### src/rtl/xcvr_pwr_pkg.sv
// Shared types for the transceiver power manager.
// Assumes: a 2-bit mode code consumed outside the block, fixed encoding.
package xcvr_pwr_pkg;

    // Reported operating mode; the values are part of the external contract.
    typedef enum logic [1:0] {
        MODE_FIXED_ON   = 2'd0,
        MODE_AUTO_ON    = 2'd1,
        MODE_AUTO_OFF   = 2'd2,
        MODE_KILLED     = 2'd3
    } xcvr_mode_e;

    // Power sequencer state.
    typedef enum logic [1:0] {
        PS_OFF  = 2'd0,
        PS_WAKE = 2'd1,
        PS_ON   = 2'd2
    } pwr_state_e;

endpackage

### src/rtl/lvl_sync.sv
// Two-stage synchronizer for a vector of independent asynchronous flags.
// Assumes: each bit is a slow level, so per-bit skew between bits is harmless.
module lvl_sync #(
    parameter int WIDTH = 2
) (
    input  logic             clk,
    input  logic             rst_n,
    input  logic [WIDTH-1:0] async_i,
    output logic [WIDTH-1:0] sync_o
);

    for (genvar g = 0; g < WIDTH; g++) begin : g_bit
        logic stage1;
        logic stage2;

        // Two flops per bit, cleared to "no valid level" in reset.
        always_ff @(posedge clk) begin
            if (!rst_n) begin
                stage1 <= 1'b0;
                stage2 <= 1'b0;
            end else begin
                stage1 <= async_i[g];
                stage2 <= stage1;
            end
        end

        assign sync_o[g] = stage2;
    end

endmodule

### src/rtl/sig_qualifier.sv
// Asymmetric qualifier: the output follows "any input valid" only after the
// raw condition has disagreed with it for a full window. The window is
// INV_CYC when falling and VAL_CYC when rising. Any agreeing cycle restarts
// the window.
// Assumes: INV_CYC >= 1 and VAL_CYC >= 1, inputs already synchronized.
module sig_qualifier #(
    parameter int N_RX    = 2,
    parameter int INV_CYC = 30,
    parameter int VAL_CYC = 1
) (
    input  logic            clk,
    input  logic            rst_n,
    input  logic [N_RX-1:0] lvl_sync_i,
    output logic            present_o
);

    localparam int MAX_CYC = (INV_CYC > VAL_CYC) ? INV_CYC : VAL_CYC;
    localparam int CW      = $clog2(MAX_CYC + 1);
    localparam logic [CW-1:0] INV_LAST = CW'(INV_CYC - 1);
    localparam logic [CW-1:0] VAL_LAST = CW'(VAL_CYC - 1);

    logic          any_ok;
    logic [CW-1:0] cnt;
    logic [CW-1:0] last;

    assign any_ok = |lvl_sync_i;
    assign last   = present_o ? INV_LAST : VAL_LAST;

    // Count disagreeing cycles; flip the output when the window is used up.
    always_ff @(posedge clk) begin
        if (!rst_n) begin
            present_o <= 1'b0;
            cnt       <= '0;
        end else if (present_o == any_ok) begin
            cnt <= '0;
        end else if (cnt == last) begin
            present_o <= ~present_o;
            cnt       <= '0;
        end else begin
            cnt <= cnt + 1'b1;
        end
    end

endmodule

### src/rtl/pwr_seq.sv
// Power sequencer: settles kill / hold-on / automatic priority, runs the
// pump-first wake-up period and reports the operating mode.
// Assumes: kill_n_i and hold_on_i are synchronous to clk.
module pwr_seq
    import xcvr_pwr_pkg::*;
#(
    parameter int WAKE_CYC = 100
) (
    input  logic       clk,
    input  logic       rst_n,
    input  logic       kill_n_i,
    input  logic       hold_on_i,
    input  logic       present_i,
    output logic       tx_en_o,
    output logic       pump_en_o,
    output xcvr_mode_e mode_o
);

    localparam int WW = $clog2(WAKE_CYC + 1);
    localparam logic [WW-1:0] WAKE_LAST = WW'(WAKE_CYC - 1);

    pwr_state_e    state;
    logic [WW-1:0] wcnt;
    logic          want_on;

    // Kill dominates hold-on, which dominates automatic sleep.
    assign want_on = kill_n_i && (hold_on_i || present_i);

    // State and wake-up timer.
    always_ff @(posedge clk) begin
        if (!rst_n) begin
            state <= PS_OFF;
            wcnt  <= '0;
        end else if (!want_on) begin
            state <= PS_OFF;
            wcnt  <= '0;
        end else begin
            case (state)
                PS_OFF: begin
                    state <= PS_WAKE;
                    wcnt  <= '0;
                end
                PS_WAKE: begin
                    if (wcnt == WAKE_LAST) begin
                        state <= PS_ON;
                    end else begin
                        wcnt <= wcnt + 1'b1;
                    end
                end
                default: state <= PS_ON;
            endcase
        end
    end

    assign tx_en_o   = (state == PS_ON);
    assign pump_en_o = (state != PS_OFF);

    // Mode report from the controlling pins and the qualified line status.
    always_comb begin
        if (!kill_n_i)      mode_o = MODE_KILLED;
        else if (hold_on_i) mode_o = MODE_FIXED_ON;
        else if (present_i) mode_o = MODE_AUTO_ON;
        else                mode_o = MODE_AUTO_OFF;
    end

endmodule

### src/rtl/xcvr_pwr_ctrl.sv
// Top of the transceiver power manager. Converts microsecond timing to
// cycles, synchronizes the level flags, qualifies line presence, sequences
// power and drives the receiver output enables.
// Assumes: CLK_HZ is at least 1 kHz; every derived delay is clamped to >= 1.
module xcvr_pwr_ctrl
    import xcvr_pwr_pkg::*;
#(
    parameter int N_RX    = 2,
    parameter int CLK_HZ  = 1_000_000,
    parameter int INV_US  = 30,
    parameter int VAL_US  = 1,
    parameter int WAKE_US = 100
) (
    input  logic            clk,
    input  logic            rst_n,
    input  logic [N_RX-1:0] lvl_ok_i,
    input  logic            kill_n_i,
    input  logic            hold_on_i,
    input  logic            rx_en_n_i,
    output logic            tx_en_o,
    output logic            pump_en_o,
    output logic [N_RX-1:0] rx_oe_o,
    output logic            sig_present_o,
    output logic [1:0]      mode_o
);

    localparam int CYC_PER_MS = CLK_HZ / 1000;
    localparam int INV_RAW    = (CYC_PER_MS * INV_US) / 1000;
    localparam int VAL_RAW    = (CYC_PER_MS * VAL_US) / 1000;
    localparam int WAKE_RAW   = (CYC_PER_MS * WAKE_US) / 1000;
    localparam int INV_CYC    = (INV_RAW  < 1) ? 1 : INV_RAW;
    localparam int VAL_CYC    = (VAL_RAW  < 1) ? 1 : VAL_RAW;
    localparam int WAKE_CYC   = (WAKE_RAW < 1) ? 1 : WAKE_RAW;

    logic [N_RX-1:0] lvl_sync;
    xcvr_mode_e      mode;

    lvl_sync #(
        .WIDTH (N_RX)
    ) u_sync (
        .clk     (clk),
        .rst_n   (rst_n),
        .async_i (lvl_ok_i),
        .sync_o  (lvl_sync)
    );

    sig_qualifier #(
        .N_RX    (N_RX),
        .INV_CYC (INV_CYC),
        .VAL_CYC (VAL_CYC)
    ) u_qual (
        .clk        (clk),
        .rst_n      (rst_n),
        .lvl_sync_i (lvl_sync),
        .present_o  (sig_present_o)
    );

    pwr_seq #(
        .WAKE_CYC (WAKE_CYC)
    ) u_seq (
        .clk       (clk),
        .rst_n     (rst_n),
        .kill_n_i  (kill_n_i),
        .hold_on_i (hold_on_i),
        .present_i (sig_present_o),
        .tx_en_o   (tx_en_o),
        .pump_en_o (pump_en_o),
        .mode_o    (mode)
    );

    assign mode_o = mode;

    // Receiver buffers obey only their own enable, never the power state.
    for (genvar g = 0; g < N_RX; g++) begin : g_rx_oe
        assign rx_oe_o[g] = ~rx_en_n_i;
    end

endmodule

### config.mk
export PLATFORM = sky130hd
export DESIGN_NAME = xcvr_pwr_ctrl
export DESIGN_NICKNAME = d
export VERILOG_FILES = /design/src/rtl/xcvr_pwr_pkg.sv /design/src/rtl/lvl_sync.sv /design/src/rtl/sig_qualifier.sv /design/src/rtl/pwr_seq.sv /design/src/rtl/xcvr_pwr_ctrl.sv
export SDC_FILE = /design/constraint.sdc
export NUM_CORES = 1
export LEC_CHECK = 0
export BUFFER_PORTS_ARGS = -buffer_cell sky130_fd_sc_hd__buf_2
export CAP_MARGIN = 20
export CORE_UTILIZATION = 57
export DETAILED_ROUTE_END_ITERATION = 12
export GPL_TIMING_DRIVEN = 1
export MAX_ROUTING_LAYER = met4
export PLACE_DENSITY = 0.82
export SLEW_MARGIN = 15
export SYNTH_ARGS = -nofsm -noshare
export SYNTH_HDL_FRONTEND = slang
export SYNTH_HIERARCHICAL = 1
export SYNTH_SLANG_ARGS = --single-unit
export TNS_END_PERCENT = 30
### constraint.sdc
create_clock -name clk -period 2.28 [get_ports clk]
set_clock_uncertainty 0.2 [all_clocks]
set_input_delay 0.228 -clock clk [delete_from_list [all_inputs] [get_ports clk]]
set_output_delay 0.228 -clock clk [all_outputs]
set_load 0.02 [all_outputs]
After elaboration in Yosys (flattened, before gate mapping)
Index checks and enable logic that the tools add are counted.
{ "word_totals": {"latch_bits": 0, "register_bits": 19, "mem_bits_ro": 0, "memories": 0, "in_bits": 7, "word_cells": 39, "mem_bits_rw": 0, "output_inout_bits": 7} }
{ "op_classes": {"n_eq_ne": 7, "div_mod_pow": 0, "n_lt_le_gt_ge": 0, "bitwise": 4, "shifts": 0, "reduce_logical": 10, "mul": 0, "mux": 8, "add_sub_neg": 2} }
{ "ops": {"columns": ["operator", "count"], "rows": [
  ["one-hot mux 7 bit (2 select lines)", 1],
  ["two-way mux 2 bit", 4],
  ["adder 7 x 1 -> 7 bit (second input constant)", 1],
  ["== test 7 bit (second input constant)", 1],
  ["two-way mux 7 bit", 1],
  ["AND reduction 2 bit", 3],
  ["adder 5 x 1 -> 5 bit (second input constant)", 1],
  ["== test 5 bit", 1],
  ["two-way mux 5 bit", 1],
  ["NOT 1 bit", 4],
  ["one-hot mux 2 bit (2 select lines)", 1],
  ["nonzero test 2 bit", 2],
  ["OR reduction 3 bit", 1],
  ["== test 2 x 1 -> 1 bit (second input constant)", 1],
  ["== test 2 bit (second input constant)", 1],
  ["zero test 2 bit", 1],
  ["inequality test 2 x 1 -> 1 bit (second input constant)", 1],
  ["inequality test 2 bit (second input constant)", 1],
  ["OR reduction 2 bit", 1],
  ["== test 1 bit", 1],
  ["logical AND 1 bit", 1],
  ["logical OR 1 bit", 1]
]} }

Longest topological paths before layout
Gate-level depths: netlist of run 1.
{ "logic_depth": {"depth_word": 4, "ltp_mapped": 4, "mapped_depth_nobuf": 4} }

By module
Netlist of run 1, hierarchy kept.
{ "modules_own_cells": {"columns": ["module", "instances", "cells_per_inst", "area_per_inst_um2", "seq_area_each_um2"], "rows": [
  ["pwr_seq", 1, 57, 479.2, 180.2],
  ["sig_qualifier", 1, 29, 284.0, 120.1],
  ["lvl_sync", 1, 10, 120.1, 80.1],
  ["xcvr_pwr_ctrl", 1, 2, 11.3, 0.0]
]} }

Worst setup path after synthesis of run 1
Ideal clock, no wire load.
{ "synth_timing": {"kind": "register to register", "from": "register u_qual.present_o", "to": "register u_seq.wcnt[4]", "path_stages_with_launch": 4, "arrival_ns": 1.323, "path_slack_ns": 0.670, "required_ns": 1.993, "n_path_buf": 0, "synth_period_minus_slack_ns": 1.610, "setup_ns": 0.087, "path_cell_list": "dfxtp_1 > o211ai_2 > or4_1 > o31ai_1"} }
{ "synth_between": {"elab_chain_len": 3} }
{ "synth_rtl": {"columns": ["element", "line_no", "rtl"], "rows": [
  ["start, declared", "sig_qualifier.sv:14", "output logic present_o"],
  ["start signal, assigned", "sig_qualifier.sv:37", "present_o <= ~present_o;"],
  ["logical OR 1 bit", "pwr_seq.sv:27", "assign want_on = kill_n_i && (hold_on_i || present_i);"],
  ["logical AND 1 bit", "pwr_seq.sv:27", null],
  ["AND reduction 2 bit (no line)", null, null],
  ["end signal, assigned", "pwr_seq.sv:47", "wcnt <= wcnt + 1'b1;"],
  ["end, declared", "pwr_seq.sv:23", "logic [WW-1:0] wcnt;"]
]} }
Every way passes these cells.
A chain may end at the register's enable or synchronous reset.

Final worst setup path of run 1
{ "layout_timing": {"from": "register u_seq.state[0]", "to": "register u_seq.wcnt[6]"} }
{ "layout_between": {"elab_chain_len": 3, "word_cells_on_any_way": 6, "cone_classes": "eq/ne (2); mux (1); reduce/logical (3)"} }
{ "layout_rtl": {"columns": ["element", "line_no", "rtl"], "rows": [
  ["start, declared", "pwr_seq.sv:22", "pwr_state_e state;"],
  ["start signal, assigned", "pwr_seq.sv:32", "state <= PS_OFF;"],
  ["start signal, assigned", "pwr_seq.sv:35", "state <= PS_OFF;"],
  ["start signal, assigned", "pwr_seq.sv:40", "state <= PS_WAKE;"],
  ["== test 2 x 1 -> 1 bit or zero test 2 bit (tied branches)", "pwr_seq.sv:38", "case (state)"],
  ["inequality test 2 bit (no line) or nonzero test 2 bit (tied branches)", null, null],
  ["AND reduction 2 bit (no line)", null, null]
]} }
Parallel ways exist; a longest one is shown, timed or not.

==> impl.org, run 1 <==
** Pwr
- In this run the power density over the cells is 575.2 nW/µm².
- The share of total power dissipated in the clock network is 0.281.
- For this design the static power due to leakage is 0.3817 nW.
- The worst-case IR drop observed on VDD is 0.4966 mV.
- Of the total power, the share spent switching nets is 0.2426.
- Psw :: 0.0001388 W
- Portion of total power attributed to sequential cells :: 0.610
- Power Internal :: 0.0004333 W
- Of the total power, combinational logic draws 0.109.

** Finish
- The multi-input combinational cells in the finished layout cover a total of 461.7 µm².
- # nets final :: 122
- In the final layout, the share of cells above drive strength 1 is 0.1964.
- Area delta synth->final :: 11.19%
- Filler Cells Inserted :: 107
- ANT cells :: 0
- In the layout the commonest cells are 19 x sky130_fd_sc_hd__dfxtp_1, 13 x sky130_fd_sc_hd__buf_2, 7 x sky130_fd_sc_hd__nand2_1.
- Most frequent standard cell in the layout excluding fill and tap cells :: sky130_fd_sc_hd__dfxtp_1
- In the final layout, flip-flops and latches occupy 380.4 µm².

** Die
- Measured along the x axis, the die boundary spans 41.62 µm.
- Die height :: 41.62 µm
- Starting Density :: 0.6471
- Std cell rows :: 13
- Floorplan die area :: 1732 µm²
- 14 I/O pins were placed.
- The total area inside the core boundary comes to 1383 µm².

** Clocking
- Post-CTS sizing :: 0
- In this run the deepest clock path goes through 2 buffers.
- The cell sitting at the root of the clock tree is a sky130_fd_sc_hd__clkbuf_4.
- Clock buffers created by TritonCTS :: 3
- TritonCTS built the clock tree.
- After clock tree synthesis, the clock-pin slew on the worst setup and hold paths is 0.10 ns.
- CTS saw 19 sinks.
- Clock latency of the later-clocked register in the worst-skew pair :: 0.29 ns
- Clock H-tree levels :: 1

** Critical path
- For the worst setup path, the data required time is 2.30 ns.
- Measured in cells, the most critical reg-to-reg path has a length of 3.
- Endpoint of the most critical register-to-register path :: u_seq/wcnt[6]$_SDFFE_PN0P_
- The setup check on the worst reg-to-reg path leaves a slack of 0.53 ns.
- The most critical setup path has its startpoint at u_seq/state[0]$_SDFFE_PN0P_.
- The worst setup path is of the register to register kind.
- STA classifies the critical path endpoint as a register.
- In this run the critical register-to-register path is launched from u_seq/state[0]$_SDFFE_PN0P_.
- STA classifies the critical path startpoint as a register.
- Crit-path max FO :: 11
- Worst setup path endpoint :: u_seq/wcnt[6]$_SDFFE_PN0P_
- Data arrives at the worst endpoint at 1.77 ns.

** Drt
- Before antenna repair, the detailed router went through 4 iterations.
- After detailed routing, the total wire length is 1.675 mm.
- The first routing iteration left 21 violations.
- Dividing the detail-routed wire length by the instance count gives 13.19 µm.
- Summing over every cut layer, the via total after detailed routing is 753.
- DR vias/cell :: 5.929
- In the routed design, unresolved DRC markers number 0.
- Once detail routing completed, the nets flagged for antenna violations numbered 0.

** Timing
- Setup TNS Final :: 0 ns
- Setup repair after global routing left no endpoint under its margin.
- Crit path setup slack, layout :: 0.5323 ns
- Static timing analysis puts the maximum clock frequency at 572.2 MHz.
- The number of slew-limit violations in the final report is 0.
- The final-report hold violation count came to 0.
- Period minus WS final :: 1.748 ns
- Final setup violation count :: 0
- Post-route clock period utilization :: 0.7665
- At the pin with the least slew margin, the transition time is 0.4036 ns.
- In this run the tightest slew margin relative to its limit is 0.7301.

** Yosys
- Per-instance average area after synthesis :: 9.129 µm²
- Post-synthesis share of cell area spent on xor and xnor gates :: 0.02937
- Multiplexer area fraction after synthesis :: 0
- Post-synthesis adder-cell area fraction :: 0.02797
- Summed instance area of the synthesized netlist :: 894.6 µm²
- Net Count, Synth :: 107
- After synthesis, the netlist uses 36 different library cells.
- Main combinational cell family by area after synthesis :: simple AND/OR/NAND/NOR gates
- Compound-Gate Fraction of Synth Area :: 0.1748
- Cell count after synthesis :: 98
- Synthesis inferred 19 register bits.
- Fraction of the yosys area taken by sequential cells :: 0.4252
- Of the total synthesized cell area, the portion taken by AND, OR, NAND and NOR gates is 0.2839.
- Synth warnings :: 6

** GRT
- The via count of the first global-routing pass came to 606.
- Global Route Usage Sum :: 0.2084
- Entering global routing, the biggest net connects 12 pins.
- Total overflow reported by the global router :: 0
- The first global-routing pass estimated 2.677 mm of wire.
- Number of antenna violations at the first check in global routing :: 0

** Flow run
- Max-cap violations in this run came to 0.

** Place
- Final HPWL DP :: 1.080 mm
- Worst slack, placed :: 0.6060 ns
- Weighted congestion reported at the end of routability-driven placement :: 0.8428
- Port buffering added 13 buffers.

** Status
- Result of the run :: finished clean

** Min path
- The tightest min-delay check is of the primary input to register type.
## synthesized netlist by cell type
| cell type | number | area (µm²) |
|---|---|---|
| sky130_fd_sc_hd__o211ai_1 | 2 | 15.01 |
| sky130_fd_sc_hd__or2_1 | 1 | 6.260 |
| sky130_fd_sc_hd__o211ai_2 | 1 | 12.51 |
| sky130_fd_sc_hd__a211oi_2 | 1 | 12.51 |
| sky130_fd_sc_hd__ha_1 | 2 | 25.02 |
| sky130_fd_sc_hd__nand2_1 | 7 | 26.28 |
| sky130_fd_sc_hd__dfxtp_1 | 19 | 380.4 |
| sky130_fd_sc_hd__o21a_1 | 1 | 7.510 |
| sky130_fd_sc_hd__a32o_2 | 1 | 11.26 |
| sky130_fd_sc_hd__o31ai_1 | 1 | 7.510 |
| sky130_fd_sc_hd__o21ba_1 | 1 | 10.01 |
| sky130_fd_sc_hd__buf_4 | 3 | 22.52 |
| sky130_fd_sc_hd__a21oi_1 | 2 | 10.01 |
| sky130_fd_sc_hd__nor4_2 | 1 | 12.51 |
| sky130_fd_sc_hd__xnor2_1 | 1 | 8.760 |
| sky130_fd_sc_hd__and2b_1 | 1 | 7.510 |
| sky130_fd_sc_hd__nand4_1 | 2 | 12.51 |
| sky130_fd_sc_hd__a31oi_1 | 6 | 37.54 |
| sky130_fd_sc_hd__nand2b_1 | 1 | 6.260 |
| sky130_fd_sc_hd__nand3_1 | 6 | 30.03 |
| sky130_fd_sc_hd__nor2_1 | 3 | 11.26 |
| sky130_fd_sc_hd__and2_1 | 4 | 25.02 |
| sky130_fd_sc_hd__and4b_1 | 1 | 10.01 |
| sky130_fd_sc_hd__inv_1 | 6 | 22.52 |
| sky130_fd_sc_hd__and4bb_2 | 1 | 12.51 |
| sky130_fd_sc_hd__or3_1 | 2 | 12.51 |
| sky130_fd_sc_hd__nor3b_2 | 1 | 12.51 |
| sky130_fd_sc_hd__xor2_1 | 2 | 17.52 |
| sky130_fd_sc_hd__nor2b_1 | 3 | 18.77 |
| sky130_fd_sc_hd__or4_1 | 3 | 22.52 |
| sky130_fd_sc_hd__nor3b_1 | 1 | 7.510 |
| sky130_fd_sc_hd__o21ai_1 | 1 | 5.000 |
| sky130_fd_sc_hd__o21ai_0 | 2 | 10.01 |
| sky130_fd_sc_hd__nor3_1 | 4 | 20.02 |
| sky130_fd_sc_hd__clkbuf_1 | 2 | 7.510 |
| sky130_fd_sc_hd__a211o_1 | 2 | 17.52 |
## flip-flops by register name (all words and copies together), names as in the netlist
signal / count
u_sync/g_bit.stage1: 2
u_sync/g_bit.stage2: 2
u_qual/present_o: 1
u_seq/state: 2
u_seq/wcnt: 7
u_qual/cnt: 5
## power groups by stage
stage / clock (W) / combinational, W / sequential [W]
6_report: 0.000161 / 0.0000623 / 0.000349
5_1_grt: 0.000180 / 0.0000665 / 0.000351
4_1_cts: 0.000167 / 0.0000614 / 0.000349
3_5_place_dp: 0 / 0.0000581 / 0.000357
3_3_place_gp: 0 / 0.0000575 / 0.000356
2_1_floorplan: 0 / 0.0000425 / 0.000355
## metrics by stage
step	total power [W]	util	hold WS, ns	area [µm²]	instances
floorplan	0.0003973	-	0.1497	894.6	98
global placement	0.0004132	0.6860	0.2140	948.4	121
detailed placement	0.0004149	0.6860	0.2249	948.4	121
CTS	0.0005770	0.7195	0.02734	994.7	127
global route	0.0005977	0.7195	0.03176	994.7	127
finish	0.0005721	0.7195	0.02659	994.7	127
## metal layers
metal / wire length, µm / global-route usage
met5: 0 / -
met4: 13 / 0.03871
met3: 97 / 0.07826
met2: 795 / 0.3313
met1: 769 / 0.2548
## worst max-delay path: stages (launching register included)
cell	delay (ns)
sky130_fd_sc_hd__dfxtp_1	0.52
sky130_fd_sc_hd__nand2b_1	0.22
sky130_fd_sc_hd__or4_1	0.57
sky130_fd_sc_hd__a31oi_1	0.17
## kinds of logic (layout without fill, tap and decap cells)
| kind of cell | after synthesis | count (layout) |
|---|---|---|
| AOI/OAI and AO/OA | 21 | 21 |
| buffers and inverters | 11 | 25 |
| xor gates and xnor gates | 3 | 3 |
| adders and majority gates | 2 | 2 |
| DFF | 19 | 19 |
| and+or+nand+nor | 42 | 42 |
## final cells by class
cell class	count	area share
multi-input cells	68	0.4642
flip-flops and latches	19	0.3824
repair buffers	15	0.08553
clock buffers	4	0.02642
inverters	6	0.02264
well taps	15	0.01887
## worst min path at each step
stage                                      startpoint                           endpoint  slack, ns  cells after the start
floorplan                                 lvl_ok_i[0]  u_sync/g_bit[0].stage1$_SDFF_PN0_       0.15                      1
global placement    u_sync/g_bit[0].stage1$_SDFF_PN0_  u_sync/g_bit[0].stage2$_SDFF_PN0_       0.21                      1
detailed placement  u_sync/g_bit[1].stage1$_SDFF_PN0_  u_sync/g_bit[1].stage2$_SDFF_PN0_       0.22                      1
CTS                                             rst_n      u_qual/present_o$_SDFFE_PN0P_       0.03                      3
global route                                    rst_n  u_sync/g_bit[1].stage1$_SDFF_PN0_       0.03                      2
finish                                          rst_n      u_qual/present_o$_SDFFE_PN0P_       0.03                      3
## timing repair
item | in CTS | in global routing
setup buffers | 0 | 0
hold buffers | 2 | 0
endpoints found under the hold margin | 2 | 0
(Power assumes the default switching activity.)
==> run 2, diff against run 1 <==
- CORE_UTILIZATION: 57 -> 48
- PLACE_DENSITY: 0.82 -> 0.74
- clock period: 2.28 -> 1.41 ns (I/O delays scaled with it)
==> run 2 against run 1 <==
The run now ends with setup timing left. Sequential share of layout area decreased by 5.9 points. Sequential power increased by 61%. Die area increased by 18%. Highest routed layer unchanged.
==> impl.org, run 2 (synthesis gave the netlist of run 1 again) <==
** Timing
- The relative max-transition margin came to 0.8276 (+0.09750).
- Number of hold-slack violations in the final timing report :: 0 (unchanged)
- The final-report setup violation count came to 3 (+3).
- The actual transition at the worst max-transition pin was 0.2564 ns (-0.1472 ns).
- Period minus WS final :: 1.459 ns
- Based on the critical path, the design can be clocked at up to 685.3 MHz.
- Dividing the final minimum period by the clock period gives 1.035.
- Unrepaired setup endpoints after global routing :: yes
- The worst-case hold slack came to 0.03893 ns (+0.01233 ns).
- Final count of pins violating max slew :: 0 (unchanged)
- The worst setup slack after layout was -0.04915 ns (-0.5815 ns).

** Pwr
- The worst supply voltage drop on vdd was 0.6797 mV (+37%).
- Total leakage power :: 0.4785 nW (+25%)
- The power per cell area came to 788.0 nW/µm² (+37%).

** Place
- The pre-CTS worst setup slack is -0.05592 ns (-0.6620 ns).
- Weighted congestion reported at the end of routability-driven placement :: 0.8403 (-0.30%)
- The HPWL after detailed placement was 1.278 mm (+18%).
- The number of buffers inserted by port buffering came to 13 (unchanged).
- Number of placed instances, taps included :: 142 (+17%)

** Status
- Violations in the final reports :: setup timing
- The run finished, with violations left.

** Critical path
- Startpoint of the worst setup timing path :: u_seq/state[0]$_SDFFE_PN0P_
- Kind of cell adding the most delay to the critical path :: flip-flops
- The critical path data required time came to 1.07 ns (-1.23 ns).
- Critical path start-end classification :: register to primary output
- Cell type of the slowest stage on the worst timing path :: sky130_fd_sc_hd__dfxtp_2
- Crit-path max cell delay :: 0.35 ns (-0.22 ns)
- The worst setup path is launched from a register.
- The data arrival at the endpoint of the critical path was 1.12 ns (-0.65 ns).
- CP Cell Sequence :: buf_6 -> or2_1 -> buf_6
- CP endpoint kind :: primary output
- Crit path buffers/inverters :: 2 (+2)
- Most repeated library cell on the critical path :: sky130_fd_sc_hd__buf_6
- The worst register-to-register path begins at u_seq/wcnt[4]$_SDFFE_PN0P_.
- The peak fanout along the critical path came to 4 (-7).

** GRT
- Total overflow reported by the global router :: 0 (unchanged)
- The total track usage was 0.2358 (+0.02739).
- The number of antenna violations at the first check in global routing came to 0 (unchanged).
- Largest net degree at the start of global routing :: 12 (unchanged)
- The via count of the first global-routing pass is 767 (+27%).
- The first-pass GRT wire length is 3.298 mm (+23%).

** Clocking
- The clock slew at the register clock pins of the worst setup and hold paths is 0.11 ns (about the same).
- Clock latency of the later-clocked register in the worst-skew pair :: 0.30 ns (about the same)
- Clock buffers created by TritonCTS :: 3 (unchanged)
- CTS tree :: yes
- The deepest level of the CTS H-tree came to 1 (unchanged).
- The maximum buffer depth of the clock tree is 2 (unchanged).
- Clock Sink Count :: 19 (unchanged)
- The tree is rooted in a sky130_fd_sc_hd__clkbuf_4.

** Die
- Die height :: 45.17 µm (+8.5%)
- Core Area :: 1745 µm² (+26%)
- Die width :: 45.17 µm (+8.5%)
- Std cell rows :: 15 (+2)
- Floorplan die area :: 2040 µm² (+18%)
- IO Count :: 14 (unchanged)
- The initial standard-cell utilization of the core is 0.5125 (-0.1345).

** Finish
- Leaving out fill and tap cells, the most frequent cell in the layout is sky130_fd_sc_hd__buf_4.
- The total number of nets in the final design was 139 (+14%).
- Fraction of final layout cells with drive strength greater than 1 :: 0.4109 (+0.2144)
- The share of the core filled with cells came to 0.7032 (-0.01623).
- The diode insertion count for antenna repair is 0 (unchanged).
- The top cell types in the final layout, fill and taps aside, are 16 x sky130_fd_sc_hd__buf_4, 12 x sky130_fd_sc_hd__dfxtp_1, 10 x sky130_fd_sc_hd__buf_2, 7 x sky130_fd_sc_hd__nand2_1.
- Area delta synth->final :: 37.20%
- The flip-flop count of the largest register after layout came to 7 (unchanged).
- Non-filler cells in the finished layout :: 154 (+21%)
- The largest registers in the layout are u_seq/wcnt (7), u_qual/cnt (5).
- Register with the most flip-flops :: u_seq/wcnt

** Drt
- The number of design-rule violations left by the first detailed-router iteration came to 11 (-48%).
- The wire length after detailed routing came to 1.954 mm (+17%).
- The via-per-instance ratio came to 5.299 (-11%).
- DRC violations left :: 0 (unchanged)
- Mean routed wirelength per cell :: 12.69 µm (-3.8%)
- Post-DRT Antenna Nets :: 0 (unchanged)
- Length of the first detailed-routing pass in iterations :: 4 (unchanged)
- The vias after detailed routing is 816 (+8.4%).

** Min path
- The worst hold path belongs to the class primary input to register.
- Worst Hold Launch :: kill_n_i

** Flow run
- The number of max-cap violations came to 0 (unchanged).
-- run 2: changes by cell type in the layout (fill, tap and decap cells not counted), sizes merged --
cell | previous run | this run
clkbuf | 4 | 3
clkinv | 0 | 1
buf | 13 | 29
dlygate4sd3 | 2 | 3
-- run 2: through the flow --
step	instance area [µm²]	TNS, ns	total power (W)
floorplan	927.1	-0.01023	0.0006458
global placement	1076	-0.01801	0.0006820
detailed placement	1076	-0.07859	0.0006854
CTS	1194	-0.1311	0.0009704
global route	1227	-0.5955	0.001018
finish	1227	-0.08706	0.0009672
-- run 2: cell type report --
class | instances | area (µm²)
multi-input cells | 68 | 515.5
repair buffers | 32 | 234.0
clock buffers | 3 | 22.52
flip-flops and latches | 19 | 396.6
inverters | 6 | 22.52
clock inverters | 1 | 5.005
well taps | 25 | 31.28
fillers | 130 | 518.0
-- run 2: tightest hold or removal path, cell delays in order --
cell and delay [ns]:
sky130_fd_sc_hd__buf_2 0.12, sky130_fd_sc_hd__o211ai_4 0.07, sky130_fd_sc_hd__or4_1 0.11, sky130_fd_sc_hd__o31ai_1 0.05
-- run 2: routing by layer --
layer / global-route usage / wire [µm] / up-vias
li1: - / - / 423
met3: 0.04800 / 68 / 5
met5: - / 0 / -
met2: 0.3942 / 952 / 14
met1: 0.2687 / 894 / 374
met4: 0.1091 / 38 / 0
-- run 2: where the power goes --
group	switching (W)	total, W	internal (W)
clock network	0.000170	0.000276	0.000106
logic	0.0000691	0.000130	0.0000609
registers	0.0000150	0.000561	0.000546
-- run 2: path summary, 6_finish.rpt --
kind | slack (ns) | cells past startpoint | end
min | 0.04 | 4 | u_seq/wcnt[4]$_SDFFE_PN0P_
min reg2reg | 0.24 | 1 | u_sync/g_bit[1].stage2$_SDFF_PN0_
max reg2reg | -0.02 | 3 | u_seq/wcnt[1]$_SDFFE_PN0P_
max | -0.05 | 3 | pump_en_o
-- run 2: timing repair --
| action | in CTS | in global routing |
|---|---|---|
| endpoints found under the hold margin | 5 | 0 |
| setup endpoints to repair | 6 | 18 |
| hold buffers | 3 | 0 |
| pin swaps | 5 | 7 |
| gates resized for setup | 10 | 8 |
| setup buffers | 4 | 1 |
